## src/rtl/dma_xfer_pkg.sv

```systemverilog
package dma_xfer_pkg;

  localparam int unsigned WORD_W = 16;
  localparam int unsigned REG_AW = 3;

  localparam logic [REG_AW-1:0] RA_MAIN_HI = 3'd0;
  localparam logic [REG_AW-1:0] RA_MAIN_LO = 3'd1;
  localparam logic [REG_AW-1:0] RA_LOCAL   = 3'd2;
  localparam logic [REG_AW-1:0] RA_CTRL    = 3'd3;
  localparam logic [REG_AW-1:0] RA_GATE    = 3'd4;
  localparam logic [REG_AW-1:0] RA_LEN     = 3'd5;

  // control field positions
  localparam int unsigned CB_DIR_IN = 0;
  localparam int unsigned CB_INSTR  = 1;
  localparam int unsigned CB_BUSY   = 2;
  localparam int unsigned CB_ERR    = 3;

  function automatic logic [WORD_W-1:0] swap16(input logic [WORD_W-1:0] w);
    return {w[7:0], w[15:8]};
  endfunction

  function automatic logic [WORD_W-1:0] even_len(input logic [WORD_W-1:0] n);
    return {n[WORD_W-1:1], 1'b0};
  endfunction

  function automatic logic is_oversize(input logic [WORD_W-1:0] n,
                                       input logic [WORD_W-1:0] lim);
    return n > lim;
  endfunction

  function automatic logic is_refused(input logic [1:0] sel);
    return sel[CB_INSTR] && !sel[CB_DIR_IN];
  endfunction

endpackage

```

## src/rtl/dma_regs.sv

```systemverilog
module dma_regs
  import dma_xfer_pkg::*;
#(
  parameter int unsigned LOC_AW = 12
) (
  input  logic              clk,
  input  logic              rst_n,
  input  logic              cfg_wr,
  input  logic [REG_AW-1:0] cfg_addr,
  input  logic [WORD_W-1:0] cfg_wdata,
  input  logic              busy,
  input  logic [WORD_W-1:0] rem_len,
  input  logic              launch_err,
  output logic [WORD_W-1:0] main_hi,
  output logic [WORD_W-1:0] main_lo,
  output logic [LOC_AW-1:0] loc_word,
  output logic [WORD_W-1:0] gate,
  output logic [1:0]        sel,
  output logic              err_flag,
  output logic              len_wr,
  output logic              ctrl_wr,
  output logic [WORD_W-1:0] cfg_rdata
);

  logic wr_ok;
  assign wr_ok   = cfg_wr && !busy;
  assign len_wr  = wr_ok && (cfg_addr == RA_LEN);
  assign ctrl_wr = wr_ok && (cfg_addr == RA_CTRL);

  always_ff @(posedge clk or negedge rst_n) begin
    if (!rst_n) begin
      main_hi  <= '0;
      main_lo  <= '0;
      loc_word <= '0;
      gate     <= '0;
      sel      <= '0;
    end else if (wr_ok) begin
      case (cfg_addr)
        RA_MAIN_HI: main_hi  <= cfg_wdata;
        RA_MAIN_LO: main_lo  <= cfg_wdata;
        RA_LOCAL:   loc_word <= cfg_wdata[LOC_AW-1:0];
        RA_CTRL:    sel      <= cfg_wdata[1:0];
        RA_GATE:    gate     <= cfg_wdata;
        default: ;
      endcase
    end
  end

  always_ff @(posedge clk or negedge rst_n) begin
    if (!rst_n)          err_flag <= 1'b0;
    else if (launch_err) err_flag <= 1'b1;
    else if (ctrl_wr)    err_flag <= 1'b0;
  end

  logic [WORD_W-1:0] ctrl_view;
  always_comb begin
    ctrl_view           = '0;
    ctrl_view[1:0]      = sel;
    ctrl_view[CB_BUSY]  = busy;
    ctrl_view[CB_ERR]   = err_flag;
  end

  always_comb begin
    case (cfg_addr)
      RA_MAIN_HI: cfg_rdata = main_hi;
      RA_MAIN_LO: cfg_rdata = main_lo;
      RA_LOCAL:   cfg_rdata = WORD_W'(loc_word);
      RA_CTRL:    cfg_rdata = ctrl_view;
      RA_GATE:    cfg_rdata = gate;
      RA_LEN:     cfg_rdata = rem_len;
      default:    cfg_rdata = '0;
    endcase
  end

endmodule

```

## src/rtl/dma_launch.sv

```systemverilog
module dma_launch
  import dma_xfer_pkg::*;
#(
  parameter logic [15:0] MAX_LEN = 16'h4000
) (
  input  logic              len_wr,
  input  logic [WORD_W-1:0] len_val,
  input  logic [WORD_W-1:0] gate,
  input  logic [1:0]        sel,
  output logic              launch_ok,
  output logic              launch_masked,
  output logic              launch_err
);

  logic open_gate, bad_req, empty;
  assign open_gate     = (gate == '0);
  assign bad_req       = is_oversize(len_val, MAX_LEN) || is_refused(sel);
  assign empty         = (even_len(len_val) == '0);

  assign launch_masked = len_wr && !open_gate;
  assign launch_err    = len_wr && open_gate && bad_req;
  assign launch_ok     = len_wr && open_gate && !bad_req && !empty;

endmodule

```

## src/rtl/dma_mover.sv

```systemverilog
module dma_mover
  import dma_xfer_pkg::*;
#(
  parameter int unsigned LOC_AW  = 12,
  parameter int unsigned MAIN_AW = 32
) (
  input  logic               clk,
  input  logic               rst_n,
  input  logic               launch_ok,
  input  logic [MAIN_AW-1:0] start_main,
  input  logic [LOC_AW-1:0]  start_loc,
  input  logic [WORD_W-1:0]  len_val,
  input  logic [1:0]         sel,
  output logic               busy,
  output logic [WORD_W-1:0]  rem_len,
  output logic               issue_fire,
  output logic               wr_fire,
  output logic               xfer_done,
  output logic               main_en,
  output logic               main_we,
  output logic [MAIN_AW-1:0] main_addr,
  output logic [WORD_W-1:0]  main_wdata,
  input  logic [WORD_W-1:0]  main_rdata,
  output logic               imem_we,
  output logic [LOC_AW-1:0]  imem_addr,
  output logic [WORD_W-1:0]  imem_wdata,
  output logic               dmem_en,
  output logic               dmem_we,
  output logic [LOC_AW-1:0]  dmem_addr,
  output logic [WORD_W-1:0]  dmem_wdata,
  input  logic [WORD_W-1:0]  dmem_rdata
);

  localparam logic [MAIN_AW-1:0] MAIN_STEP = MAIN_AW'(2);
  localparam logic [LOC_AW-1:0]  LOC_STEP  = LOC_AW'(1);
  localparam logic [WORD_W-1:0]  LEN_STEP  = WORD_W'(2);

  logic [MAIN_AW-1:0] main_ptr, pend_main;
  logic [LOC_AW-1:0]  loc_ptr, pend_loc;

  assign issue_fire = busy && (rem_len != '0);
  assign xfer_done  = busy && (rem_len == '0);

  always_ff @(posedge clk or negedge rst_n) begin
    if (!rst_n) begin
      busy      <= 1'b0;
      rem_len   <= '0;
      main_ptr  <= '0;
      loc_ptr   <= '0;
      wr_fire   <= 1'b0;
      pend_main <= '0;
      pend_loc  <= '0;
    end else begin
      wr_fire <= issue_fire;
      if (issue_fire) begin
        pend_main <= main_ptr;
        pend_loc  <= loc_ptr;
      end
      if (launch_ok) begin
        busy     <= 1'b1;
        rem_len  <= even_len(len_val);
        main_ptr <= start_main;
        loc_ptr  <= start_loc;
      end else if (issue_fire) begin
        rem_len  <= rem_len - LEN_STEP;
        main_ptr <= main_ptr + MAIN_STEP;
        loc_ptr  <= loc_ptr + LOC_STEP;
      end else if (xfer_done) begin
        busy <= 1'b0;
      end
    end
  end

  logic inbound, to_instr;
  assign inbound  = sel[CB_DIR_IN];
  assign to_instr = sel[CB_INSTR];

  // main memory side: read source when inbound, write sink when outbound
  assign main_we    = wr_fire && !inbound;
  assign main_en    = (issue_fire && inbound) || main_we;
  assign main_addr  = main_we ? pend_main : main_ptr;
  assign main_wdata = swap16(dmem_rdata);

  // data store: source when outbound, sink when inbound to it
  assign dmem_we    = wr_fire && inbound && !to_instr;
  assign dmem_en    = (issue_fire && !inbound) || dmem_we;
  assign dmem_addr  = dmem_we ? pend_loc : loc_ptr;
  assign dmem_wdata = swap16(main_rdata);

  // instruction store: sink only
  assign imem_we    = wr_fire && inbound && to_instr;
  assign imem_addr  = pend_loc;
  assign imem_wdata = swap16(main_rdata);

endmodule

```

## src/rtl/dma_xfer_top.sv

```systemverilog
module dma_xfer_top
  import dma_xfer_pkg::*;
#(
  parameter int unsigned LOC_AW  = 12,
  parameter logic [15:0] MAX_LEN = 16'h4000
) (
  input  logic              clk,
  input  logic              rst_n,
  input  logic              cfg_wr,
  input  logic [2:0]        cfg_addr,
  input  logic [15:0]       cfg_wdata,
  output logic [15:0]       cfg_rdata,
  output logic              main_en,
  output logic              main_we,
  output logic [31:0]       main_addr,
  output logic [15:0]       main_wdata,
  input  logic [15:0]       main_rdata,
  output logic              imem_we,
  output logic [LOC_AW-1:0] imem_addr,
  output logic [15:0]       imem_wdata,
  output logic              dmem_en,
  output logic              dmem_we,
  output logic [LOC_AW-1:0] dmem_addr,
  output logic [15:0]       dmem_wdata,
  input  logic [15:0]       dmem_rdata
);

  localparam int unsigned MAIN_AW = 2 * WORD_W;

  logic [WORD_W-1:0] main_hi, main_lo, gate, rem_len;
  logic [LOC_AW-1:0] loc_word;
  logic [1:0]        sel;
  logic              err_flag, len_wr, ctrl_wr, busy;
  logic              launch_ok, launch_masked, launch_err;
  logic              issue_fire, wr_fire, xfer_done;

  dma_regs #(.LOC_AW(LOC_AW)) u_regs (
    .clk(clk), .rst_n(rst_n), .cfg_wr(cfg_wr), .cfg_addr(cfg_addr),
    .cfg_wdata(cfg_wdata), .busy(busy), .rem_len(rem_len),
    .launch_err(launch_err), .main_hi(main_hi), .main_lo(main_lo),
    .loc_word(loc_word), .gate(gate), .sel(sel), .err_flag(err_flag),
    .len_wr(len_wr), .ctrl_wr(ctrl_wr), .cfg_rdata(cfg_rdata)
  );

  dma_launch #(.MAX_LEN(MAX_LEN)) u_launch (
    .len_wr(len_wr), .len_val(cfg_wdata), .gate(gate), .sel(sel),
    .launch_ok(launch_ok), .launch_masked(launch_masked),
    .launch_err(launch_err)
  );

  dma_mover #(.LOC_AW(LOC_AW), .MAIN_AW(MAIN_AW)) u_mover (
    .clk(clk), .rst_n(rst_n), .launch_ok(launch_ok),
    .start_main({main_hi, main_lo}), .start_loc(loc_word),
    .len_val(cfg_wdata), .sel(sel), .busy(busy), .rem_len(rem_len),
    .issue_fire(issue_fire), .wr_fire(wr_fire), .xfer_done(xfer_done),
    .main_en(main_en), .main_we(main_we), .main_addr(main_addr),
    .main_wdata(main_wdata), .main_rdata(main_rdata),
    .imem_we(imem_we), .imem_addr(imem_addr), .imem_wdata(imem_wdata),
    .dmem_en(dmem_en), .dmem_we(dmem_we), .dmem_addr(dmem_addr),
    .dmem_wdata(dmem_wdata), .dmem_rdata(dmem_rdata)
  );

endmodule

```

## config.mk

```make
export PLATFORM = sky130hd
export DESIGN_NAME = dma_xfer_top
export DESIGN_NICKNAME = d
export VERILOG_FILES = /design/src/rtl/dma_xfer_pkg.sv /design/src/rtl/dma_regs.sv /design/src/rtl/dma_launch.sv /design/src/rtl/dma_mover.sv /design/src/rtl/dma_xfer_top.sv
export SDC_FILE = /design/constraint.sdc
export NUM_CORES = 1
export LEC_CHECK = 0
export BUFFER_PORTS_ARGS = -buffer_cell sky130_fd_sc_hd__buf_2
export CAP_MARGIN = 15
export CORE_UTILIZATION = 25
export DETAILED_ROUTE_END_ITERATION = 12
export GPL_ROUTABILITY_DRIVEN = 0
export PLACE_DENSITY = 0.42
export SLEW_MARGIN = 20
export SYNTH_ARGS = -nofsm -noshare
export SYNTH_HDL_FRONTEND = slang
export SYNTH_SLANG_ARGS = --single-unit
```

## constraint.sdc

```tcl
create_clock -name clk -period 5.9 [get_ports clk]
set_clock_uncertainty 0.2 [all_clocks]
set_input_delay 0.59 -clock clk [delete_from_list [all_inputs] [get_ports clk]]
set_output_delay 0.59 -clock clk [all_outputs]
set_load 0.01 [all_outputs]
```

After elaboration in Yosys (flattened, before gate mapping)
Cells that the tools add are included.
{ "totals": {"input_bits": 54, "elab_cells": 75, "output_inout_bits": 125, "regBits": 169} }
{ "op_classes": {"muxes": 14, "n_reduce_logical": 38, "addsub": 3, "n_eq_ne": 6, "order_cmp": 1} }
{ "ops": {"columns": ["op", "count"], "rows": [
  ["32-bit 2-to-1 mux", 3],
  ["16-bit case mux with 6 select lines", 1],
  ["12-bit 2-to-1 mux", 3],
  ["32-bit by 2-bit adder with 32-bit output (second input constant)", 1],
  ["16-bit zero test", 2],
  ["16-bit 2-to-1 mux", 2],
  ["16-bit by 15-bit greater-than comparator with 1-bit output (second input constant)", 1],
  ["1-bit logical AND", 16],
  ["16-bit nonzero test", 1],
  ["16-bit by 2-bit subtractor with 16-bit output (second input constant)", 1],
  ["15-bit zero test", 1],
  ["12-bit by 1-bit adder with 12-bit output (second input constant)", 1],
  ["2-bit AND reduction", 6],
  ["3-bit by 2-bit == test with 1-bit output (second input constant)", 2],
  ["3-bit == test (second input constant)", 2],
  ["2-bit nonzero test", 3],
  ["1-bit zero test", 5],
  ["1-bit 2-to-1 mux", 5],
  ["3-bit by 1-bit == test with 1-bit output (second input constant)", 1],
  ["3-bit zero test", 1],
  ["1-bit logical OR", 3],
  ["2-bit != test (second input constant)", 1]
]} }

Depth between registers and ports, before layout
Gate-level depths: netlist of the first run.
{ "logic_depth": {"ltp_word": 8, "depth_mapped": 11, "mapped_depth_nobuf": 8} }

By module
A second synthesis of the first run with hierarchy kept.
{ "unflattened": {"cells_unflattened": 936, "hier_area_um2": 9303.9} }
{ "modules_own_cells": {"columns": ["mod", "area_each_um2", "instances", "cells_per_inst", "seq_area_each_um2"], "rows": [
  ["dma_mover", 6032.0, 1, 700, 2627.5],
  ["dma_regs", 3154.3, 1, 218, 1576.5],
  ["dma_launch", 117.6, 1, 18, 0.0]
]} }

Worst setup path before layout of the first run
No wires, ideal clock.
{ "synth_path": {"path_type": "reg2out", "startpoint": "register u_mover.rem_len[10]", "endpoint": "output main_en", "path_buffers": 3, "slack_ns": 3.251, "stages_incl_launch_ff": 9, "required_time_ns": 5.110, "arrival_ns": 1.859, "cell_sequence": "dfrtp_1 > or3_1 > buf_2 > nor4_4 > a21bo_1 > inv_2 > buf_2 > buf_2 > a21o_1"} }
{ "synth_between": {"elab_chain_len": 4} }
{ "synth_lines": {"columns": ["element", "line_no", "source"], "rows": [
  ["from (decl)", "dma_mover.sv:15", "output logic [WORD_W-1:0] rem_len,"],
  ["from (signal assigned)", "dma_mover.sv:61", "rem_len <= even_len(len_val);"],
  ["from (signal assigned)", "dma_mover.sv:65", "rem_len <= rem_len - LEN_STEP;"],
  ["16-bit nonzero test", "dma_mover.sv:41", "assign issue_fire = busy && (rem_len != '0);"],
  ["1-bit logical AND", "dma_mover.sv:41", null],
  ["1-bit logical AND", "dma_mover.sv:80", "assign main_en = (issue_fire && inbound) || main_we;"],
  ["1-bit logical OR", "dma_mover.sv:80", null],
  ["to (decl)", "dma_xfer_top.sv:13", "output logic main_en,"]
]} }
Every way passes these cells.

Worst setup path after layout of the first run
Same ends and word-level chain as after synthesis.

==> metrics.md, run 1 <==
| Metric | Value |
|---|---|
| Dpl hpwl | `21.5 mm` |
| Slew HR | `0.371` |
| Commonest non-fill, non-tap cells in the layout | `nand2_1 (228), dfrtp_1 (168), buf_2 (97), mux2_2 (95), o21ai_0 (47)` |
| Max-slew violation count | `0` |
| Yosys top cell by area | `dfrtp_1` |
| Post-layout nets | `1,031` |
| Clock period minus final worst setup slack | `3.97 ns` |
| Root buffer cell | `clkbuf_16` |
| DR vias/cell | `5.15` |
| Ys flop type | `dfrtp_1` |
| Post-Syn Area | `9230 µm²` |
| CP Launch Type | `flip-flop` |
| Share of cells above drive strength 1 | `0.250` |
| Final hold slack | `0.0121 ns` |
| TNS Setup | `0 ns` |
| Outcome | `finished clean` |
| Area growth, synth to finish | `11.8%` |
| Leakage | `0.00463 µW` |
| Yosys cell types | `53` |
| Number of max-cap violations | `0` |
| Clock tree buffer depth | `2` |
| Actual slew at the worst max-slew pin | `0.942 ns` |
| Drt total wl | `31.1 mm` |
| Worst Path Arrival | `3.18 ns` |
| Final setup viols | `0` |
| First-pass GRT wire length | `47.3 mm` |
| GRT Total Usage | `0.167` |
| Syn Nets | `1,016` |
| Fraction of registers with async set or reset after synthesis | `1.00` |
| Drt wl/cell | `21.4 µm` |
| Final Hold Fails | `0` |
| Top cell type's share of synthesized area | `0.455` |
| Antenna Nets Post-Route | `0` |
| Pwr dens | `358 nW/µm²` |
| TritonCTS clock tree | `done` |
| RR Endpoint | `u_mover.rem_len[7]` |
| Max VDD drop | `0.216 mV` |
| Initial Utilization | `0.253` |
| Grt peak-use layer | `met1` |
| Fmax | `252 MHz` |
| Initial antenna violation count | `0` |
| RSZ-0062 raised after global routing | `no` |
| Req. time, crit path | `5.11 ns` |
| Total gr overflow | `0` |
| Row count | `70` |
| Setup slack at placement | `2.24 ns` |
| Clk slew on worst S/H paths | `0.08 ns` |
| GR Layer Usage met3 | `0.0412` |
| Postcts setup bufs | `0` |
| M2 GR Usage | `0.243` |
| Sequential share of the synthesized area | `0.455` |
| Crit end category | `output pin` |
| Setup CP Type | `reg -> out` |
| Die Span Y | `194 µm` |
| FF+latch count, synth | `168` |
| Placed inst area | `9710 µm²` |
| Crit-path max FO | `72` |
| Core outline area | `36,400 µm²` |
| Mapped Cells | `959` |
| Min-delay worst type | `in -> async` |
| FF-to-FF setup slack | `2.27 ns` |
| Worst skew pair latency | `0.44 ns` |
| Synth warn | `0` |
| Chip width | `194 µm` |
| Ant diodes | `0` |
| CTS Buf Count | `17` |
| Largest net degree at the start of global routing | `84` |
| IO Port Bufs | `98` |
| # IOs | `179` |
| Worst Reg-to-Reg Cells | `8` |
| Initial drt markers | `558` |
| EDFF count, synth | `0` |
| H-Tree Depth | `4` |
| Worst reg2reg startpoint | `u_mover.rem_len[10]` |
| Die ar. | `37,700 µm²` |
| Initial DRT Pass Iterations | `5` |
| Cts hold-fix bufs | `0` |
| Final Cycle Share | `0.673` |
| Average size of a mapped cell | `9.63 µm²` |
| Synth top area cells | `dfrtp_1 (46%), mux2_2 (12%), nand2_1 (9.3%)` |
| Finished layout cell area | `10,300 µm²` |
| Vias post-DR | `7,497` |
| Most common cell after layout, fill and taps aside | `nand2_1` |
| Met1 Use GR | `0.244` |
| Clock sinks | `168` |
| Final Worst Setup Slack | `1.93 ns` |
| DRC | `0` |
| Pwr Total | `3700 µW` |
| Vias in the first global route | `7,242` |
| CTS resizes | `0` |
[registers in the layout, summed over array words and instances, names as in the netlist, 12 cells and up]
signal,flops
u_mover.imem_addr,12
u_mover.loc_ptr,12
u_mover.main_ptr,32
u_mover.pend_main,32
u_mover.rem_len,15
u_regs.gate,16
u_regs.loc_word,12
u_regs.main_hi,16
u_regs.main_lo,16
[metal layers]
layer  wire [µm]  vias up
met4         523        0
met2       13500      298
met5           0        -
li1            -     3416
met3        2310       34
met1       14800     3749
[cells in the mapped netlist (2+ instances only)]
| cell | count |
|---|---|
| nand2_1 | 228 |
| dfrtp_1 | 168 |
| mux2_2 | 95 |
| buf_4 | 52 |
| o21ai_0 | 47 |
| a221o_1 | 32 |
| nor2_1 | 26 |
| buf_2 | 25 |
| nor3_1 | 24 |
| nand3_1 | 23 |
| clkbuf_1 | 22 |
| and3_1 | 17 |
| a21oi_1 | 16 |
| nor4_1 | 16 |
| mux2i_1 | 15 |
| a22oi_1 | 12 |
| inv_1 | 12 |
| nor3b_1 | 12 |
| o22ai_1 | 11 |
| nand4_1 | 10 |
| o211ai_1 | 10 |
| nor2b_1 | 7 |
| a21o_1 | 6 |
| buf_1 | 6 |
| nand3b_1 | 6 |
| a31oi_1 | 5 |
| mux4_2 | 5 |
| nand2b_1 | 5 |
| o311ai_0 | 5 |
| or3_1 | 5 |
| buf_6 | 3 |
| ha_1 | 3 |
| o21ai_1 | 3 |
| o31ai_1 | 3 |
| or4_1 | 3 |
| and2_1 | 2 |
| inv_2 | 2 |
| xnor2_1 | 2 |
[metrics by stage]
step           instances   util
4_1_cts             1454  0.283
6_report            1455  0.283
5_1_grt             1455  0.283
3_5_place_dp        1422  0.267
2_1_floorplan        959      -
3_3_place_gp        1422  0.267
[worst max-delay path by stage]
stage,start,end,slack (ns),cells after the start
CTS,u_mover.rem_len[10],main_en,1.88,7
floorplan,u_mover.rem_len[10],main_en,3.25,8
global placement,cfg_addr[0],u_mover.rem_len[7],2.26,8
global route,u_mover.rem_len[10],main_en,1.74,7
detailed placement,cfg_addr[0],u_mover.rem_len[3],2.24,8
finish,u_mover.rem_len[10],main_en,1.93,7
[cells by family after synthesis]
kind of cell | synth area share
multiplexers | 0.144
buffers and inverters | 0.0766
AND/OR/NAND/NOR | 0.200
flip-flops | 0.455
XOR/XNOR | 0.00190
adder cells (fa/ha/maj) | 0.00407
AO/OA/AOI/OAI | 0.118
[worst max-delay path, cell delays in order, from the launching register on]
cell and delay (ns):
dfrtp_1 0.45, or3_1 0.51, nor4_4 0.21, a21bo_4 0.59, inv_2 0.12, buf_4 0.40, a21o_1 0.28, buf_2 0.13
[power breakdown]
part	internal, µW	total [µW]	switching, µW
Combinational	362	760	397
Clock	636	1170	530
Sequential	1400	1770	369
[final cells by class]
| class | count | area [µm²] |
|---|---|---|
| clock buffer | 18 | 429 |
| clock inverter | 14 | 164 |
| fill | 3885 | 26100 |
| inverter | 14 | 52.6 |
| multi-input combinational | 669 | 4340 |
| sequential | 168 | 4200 |
| tap | 468 | 586 |
| timing repair buffer | 104 | 554 |
Note: power is estimated with default switching activity, not from simulation.
==> run 2: changes to the inputs <==
Clock period 5.9 ns to 4 ns, I/O delays scaled along.
==> metrics.md, run 2 (synthesis results as in run 1) <==
| Metric | Value |
|---|---|
| Clock sinks | `168` |
| Final setup viols | `0` |
| Share of cells above drive strength 1 | `0.256` |
| Worst Path Arrival | `2.61 ns` |
| Worst skew pair latency | `0.43 ns` |
| Final Cycle Share | `0.803` |
| Setup crit end | `dmem_en` |
| RSZ-0062 raised after global routing | `no` |
| Antenna Nets Post-Route | `0` |
| FF-to-FF setup slack | `1.14 ns` |
| Drt total wl | `31.1 mm` |
| Root buffer cell | `clkbuf_16` |
| # IOs | `179` |
| Initial drt markers | `477` |
| Worst path top cell family by delay | `simple AND/OR/NAND/NOR gates` |
| Initial Utilization | `0.253` |
| Cts hold-fix bufs | `1` |
| Area growth, synth to finish | `13.2%` |
| Initial antenna violation count | `1` |
| Largest net degree at the start of global routing | `111` |
| Multi-input logic area | `4340 µm²` |
| Number of max-cap violations | `0` |
| Clock tree buffer depth | `2` |
| Commonest non-fill, non-tap cells in the layout | `nand2_1 (228), dfrtp_1 (168), buf_2 (97), mux2_2 (95), o21ai_0 (47)` |
| Max VDD drop | `0.307 mV` |
| Row count | `70` |
| Actual slew at the worst max-slew pin | `0.914 ns` |
| Postcts setup bufs | `0` |
| Initial DRT Pass Iterations | `5` |
| Leakage | `0.00470 µW` |
| Crit path cell chain | `or3_1, nor4_4, a21bo_4, buf_12, o21ai_0, buf_2` |
| Min-delay worst type | `in -> reg` |
| Slew HR | `0.389` |
| Setup CP Type | `reg -> out` |
| Chip width | `194 µm` |
| Slowest-stage cell, CP | `or3_1` |
| Vias in the first global route | `7,242` |
| Req. time, crit path | `3.40 ns` |
| Post-layout nets | `1,040` |
| Pwr Total | `5510 µW` |
| Dpl hpwl | `21.6 mm` |
| FF/Latch Area | `4200 µm²` |
| DR vias/cell | `5.03` |
| IO Port Bufs | `98` |
| Crit end category | `output pin` |
| CP bufs+invs | `2` |
| TNS Setup | `0 ns` |
| Worst Setup SP | `u_mover.rem_len[10]` |
| Final Hold Fails | `0` |
| Levels on crit path | `6` |
| GRT Total Usage | `0.166` |
| Total gr overflow | `0` |
| Die Span Y | `194 µm` |
| Die ar. | `37,700 µm²` |
| Worst Reg-to-Reg Cells | `8` |
| FILL cells | `3,862` |
| TritonCTS clock tree | `done` |
| First-pass GRT wire length | `47.4 mm` |
| Outcome | `finished clean` |
| Crit-path max cell delay | `0.53 ns` |
| Vias post-DR | `7,376` |
| CP Launch Type | `flip-flop` |
| Worst reg2reg startpoint | `u_mover.rem_len[7]` |
| H-Tree Depth | `4` |
| Crit-path max FO | `110` |
| Max-slew violation count | `0` |
| Core outline area | `36,400 µm²` |
| Most common cell after layout, fill and taps aside | `nand2_1` |
| DRC | `0` |
| CTS resizes | `0` |
| Fmax | `311 MHz` |
| Clock period minus final worst setup slack | `3.21 ns` |
| Clk slew on worst S/H paths | `0.07 ns` |
| Pwr dens | `527 nW/µm²` |
| Drt wl/cell | `21.2 µm` |
| Largest regs | `u_mover.main_ptr (32), u_mover.pend_main (32)` |
| RR Endpoint | `u_mover.rem_len[13]` |
| Final hold slack | `0.0802 ns` |
| CTS Buf Count | `17` |
run 2: layer usage:
metal,global-route usage,part of all wire,vias up
met5,0,0,-
met4,0.0391,0.015,0
met3,0.0230,0.043,26
met2,0.253,0.44,213
met1,0.246,0.50,3724
li1,-,-,3413
run 2: worst register-to-register path: stages, from the launching register on:
cell,delay (ns)
dfrtp_1,0.48
nor3_1,0.12
and3_1,0.27
a21bo_4,0.26
inv_2,0.40
a31oi_4,0.06
inv_2,0.44
o21ai_0,0.19
a221o_1,0.32
run 2: power by group:
group          total (µW)  leakage, µW  switching [µW]  internal (µW)
registers            2580      0.00212             510           2070
clock network        1770     0.000302             745           1030
logic                1160      0.00228             617            543
run 2: area by class of cell:
type / count / share of cell area
clock inverters: 12 / 0.0157
inverters: 14 / 0.00503
flip-flops and latches: 168 / 0.402
repair buffers: 113 / 0.0621
well taps: 468 / 0.0560
clock buffers: 20 / 0.0437
multi-input cells: 669 / 0.415
diodes: 1 / 0.000239
run 2: stage by stage:
step | util | area, µm² | worst slack [ns] | cells
after global placement | 0.269 | 9820 | 1.02 | 1431
after CTS | 0.287 | 10400 | 0.768 | 1464
after detailed placement | 0.269 | 9820 | 0.993 | 1431
final | 0.287 | 10500 | 0.787 | 1465
after floorplan | - | 9230 | 1.54 | 959
after global routing | 0.287 | 10400 | 0.627 | 1464
run 2: how the worst min path moves through the flow:
stage,to,cells after the start,from,slack (ns)
2_1_floorplan,u_mover.busy,0,rst_n,-0.1
3_3_place_gp,u_mover.pend_main[3],2,u_mover.pend_main[3],0.25
3_5_place_dp,u_mover.pend_main[19],2,u_mover.pend_main[19],0.26
4_1_cts,u_mover.rem_len[2],3,cfg_wdata[2],0.07
5_1_grt,u_regs.loc_word[9],2,cfg_wdata[9],0.10
6_report,u_mover.rem_len[2],3,cfg_wdata[2],0.08
==> run 3: changes to the inputs <==
Clock period 4 ns to 3.02 ns, I/O delays scaled along.
==> metrics.md, run 3 (synthesis results as in run 1) <==
| Metric | Value |
|---|---|
| Outcome | `finished clean` |
| DRC | `0` |
| TritonCTS clock tree | `done` |
| Clk slew on worst S/H paths | `0.07 ns` |
| Initial Utilization | `0.253` |
| Worst reg2reg startpoint | `u_mover.main_ptr[10]` |
| Clock period minus final worst setup slack | `2.95 ns` |
| CP bufs+invs | `3` |
| Number of max-cap violations | `0` |
| Vias post-DR | `7,470` |
| Crit-path max cell delay | `0.45 ns` |
| Final setup viols | `0` |
| Die ar. | `37,700 µm²` |
| Worst path top cell family by delay | `simple AND/OR/NAND/NOR gates` |
| Setup crit end | `main_en` |
| Pwr dens | `672 nW/µm²` |
| Drt wl/cell | `21.0 µm` |
| Worst Path Arrival | `2.45 ns` |
| Commonest non-fill, non-tap cells in the layout | `nand2_1 (228), dfrtp_1 (167), buf_2 (97), mux2_2 (95), o21ai_0 (47)` |
| RR Endpoint | `u_mover.main_ptr[31]` |
| Largest net degree at the start of global routing | `103` |
| Initial antenna violation count | `1` |
| Met1 Use GR | `0.251` |
| IO Port Bufs | `98` |
| Grt peak-use layer | `met1` |
| M2 GR Usage | `0.243` |
| Setup CP Type | `reg -> out` |
| Clock tree buffer depth | `2` |
| Largest regs | `u_mover.main_ptr (32), u_mover.pend_main (32)` |
| Worst skew pair latency | `0.44 ns` |
| Ant diodes | `0` |
| CTS Buf Count | `17` |
| Fmax | `339 MHz` |
| Root buffer cell | `clkbuf_16` |
| Area growth, synth to finish | `16.0%` |
| CP Launch Type | `flip-flop` |
| Total gr overflow | `0` |
| Levels on crit path | `7` |
| Crit path cell chain | `or3_4, nor4_4, a21bo_4, inv_2, buf_12, a21o_1, buf_2` |
| Row count | `70` |
| Final Cycle Share | `0.976` |
| Slowest-stage cell, CP | `dfrtp_2` |
| DR vias/cell | `4.99` |
| Placed cell count | `1,455` |
| # IOs | `179` |
| Min-delay worst type | `in -> reg` |
| Finished Layout Cells | `1,496` |
| Chip width | `194 µm` |
| Worst Reg-to-Reg Cells | `6` |
| Antenna Nets Post-Route | `0` |
| Actual slew at the worst max-slew pin | `0.844 ns` |
| Most common cell after layout, fill and taps aside | `nand2_1` |
| First-pass GRT wire length | `47.9 mm` |
| Max VDD drop | `0.403 mV` |
| H-Tree Depth | `4` |
| Share of cells above drive strength 1 | `0.276` |
| Leakage | `0.00484 µW` |
| Crit-path max FO | `53` |
| Die Span Y | `194 µm` |
| Initial DRT Pass Iterations | `7` |
| Post-layout nets | `1,072` |
| Vias in the first global route | `7,221` |
| Final Hold Fails | `0` |
| Drt total wl | `31.4 mm` |
| Core outline area | `36,400 µm²` |
| GR Layer Usage met3 | `0.0350` |
| Clock sinks | `168` |
| FF-to-FF setup slack | `0.39 ns` |
| Worst Setup SP | `u_mover.rem_len[10]` |
| TNS Setup | `0 ns` |
| Crit end category | `output pin` |
| Req. time, crit path | `2.52 ns` |
| Max-slew violation count | `0` |
| GRT Total Usage | `0.168` |
| Initial drt markers | `572` |
| Slew HR | `0.437` |
| Dpl hpwl | `22.2 mm` |
==> run 3: cell count changes in the layout (fill, tap and decap cells not counted), sizes merged <==
| cell | delta |
|---|---|
| inv | +2 |
| bufinv | -2 |
| buf | +25 |
| diode | -1 |
| clkinvlp | +2 |
| dlygate4sd3 | +6 |
| clkbuf | -1 |
==> run 3: worst min-delay path: cells and delay by family <==
kind | cells | cell delay [ns]
AO/OA/AOI/OAI | 2 | 0.15
buffers and inverters | 1 | 0.16
==> run 3: where the power goes <==
part	internal, µW	total [µW]	leakage (µW)	switching [µW]
clock	1160	2200	0.000272	1040
combinational	764	1600	0.00245	835
sequential	2740	3390	0.00212	654
==> run 3: metrics by stage <==
stage	hold WS [ns]	setup WS, ns	utilization	instance area, µm²	total power, µW
after floorplan	-0.194	0.659	-	9230	4240
after global placement	0.221	0.322	0.275	10000	5010
after detailed placement	0.222	0.303	0.275	10000	5010
after CTS	0.00965	0.0413	0.293	10700	7270
after global routing	0.0302	-0.00418	0.294	10700	7610
final	0.0192	0.0725	0.294	10700	7200
==> run 3: repair_timing <==
item	in CTS	in global routing
hold buffers	7	0
buffers inserted	0	1
hold endpoints to repair	94	0
setup endpoints to repair	2	2
pin swaps	0	1
resized for setup	2	2
gates cloned	0	1
==> run 3: worst min path at each step <==
stage / depth (start not counted) / to / startpoint
after floorplan: 0 / u_mover.busy / rst_n
after global placement: 1 / u_mover.imem_addr[10] / rst_n
final: 3 / u_mover.rem_len[10] / cfg_wdata[10]
after CTS: 2 / u_regs.main_lo[1] / cfg_wdata[1]
after detailed placement: 1 / u_mover.imem_addr[10] / rst_n
after global routing: 2 / u_regs.gate[1] / cfg_wdata[1]
==> run 3: cell type report <==
cell class              count  area, µm²
multi-input cells         669       4340
fillers                  3831      25700
clock buffers              18        429
flip-flops and latches    168       4210
clock inverters            14        141
repair buffers            145        955
inverters                  14       52.6
well taps                 468        586
==> run 3: per-layer routing <==
metal	share of wire	routed length [µm]
met3	0.057	1790
met5	0.00041	13
met4	0.017	540
met2	0.43	13500
met1	0.49	15500
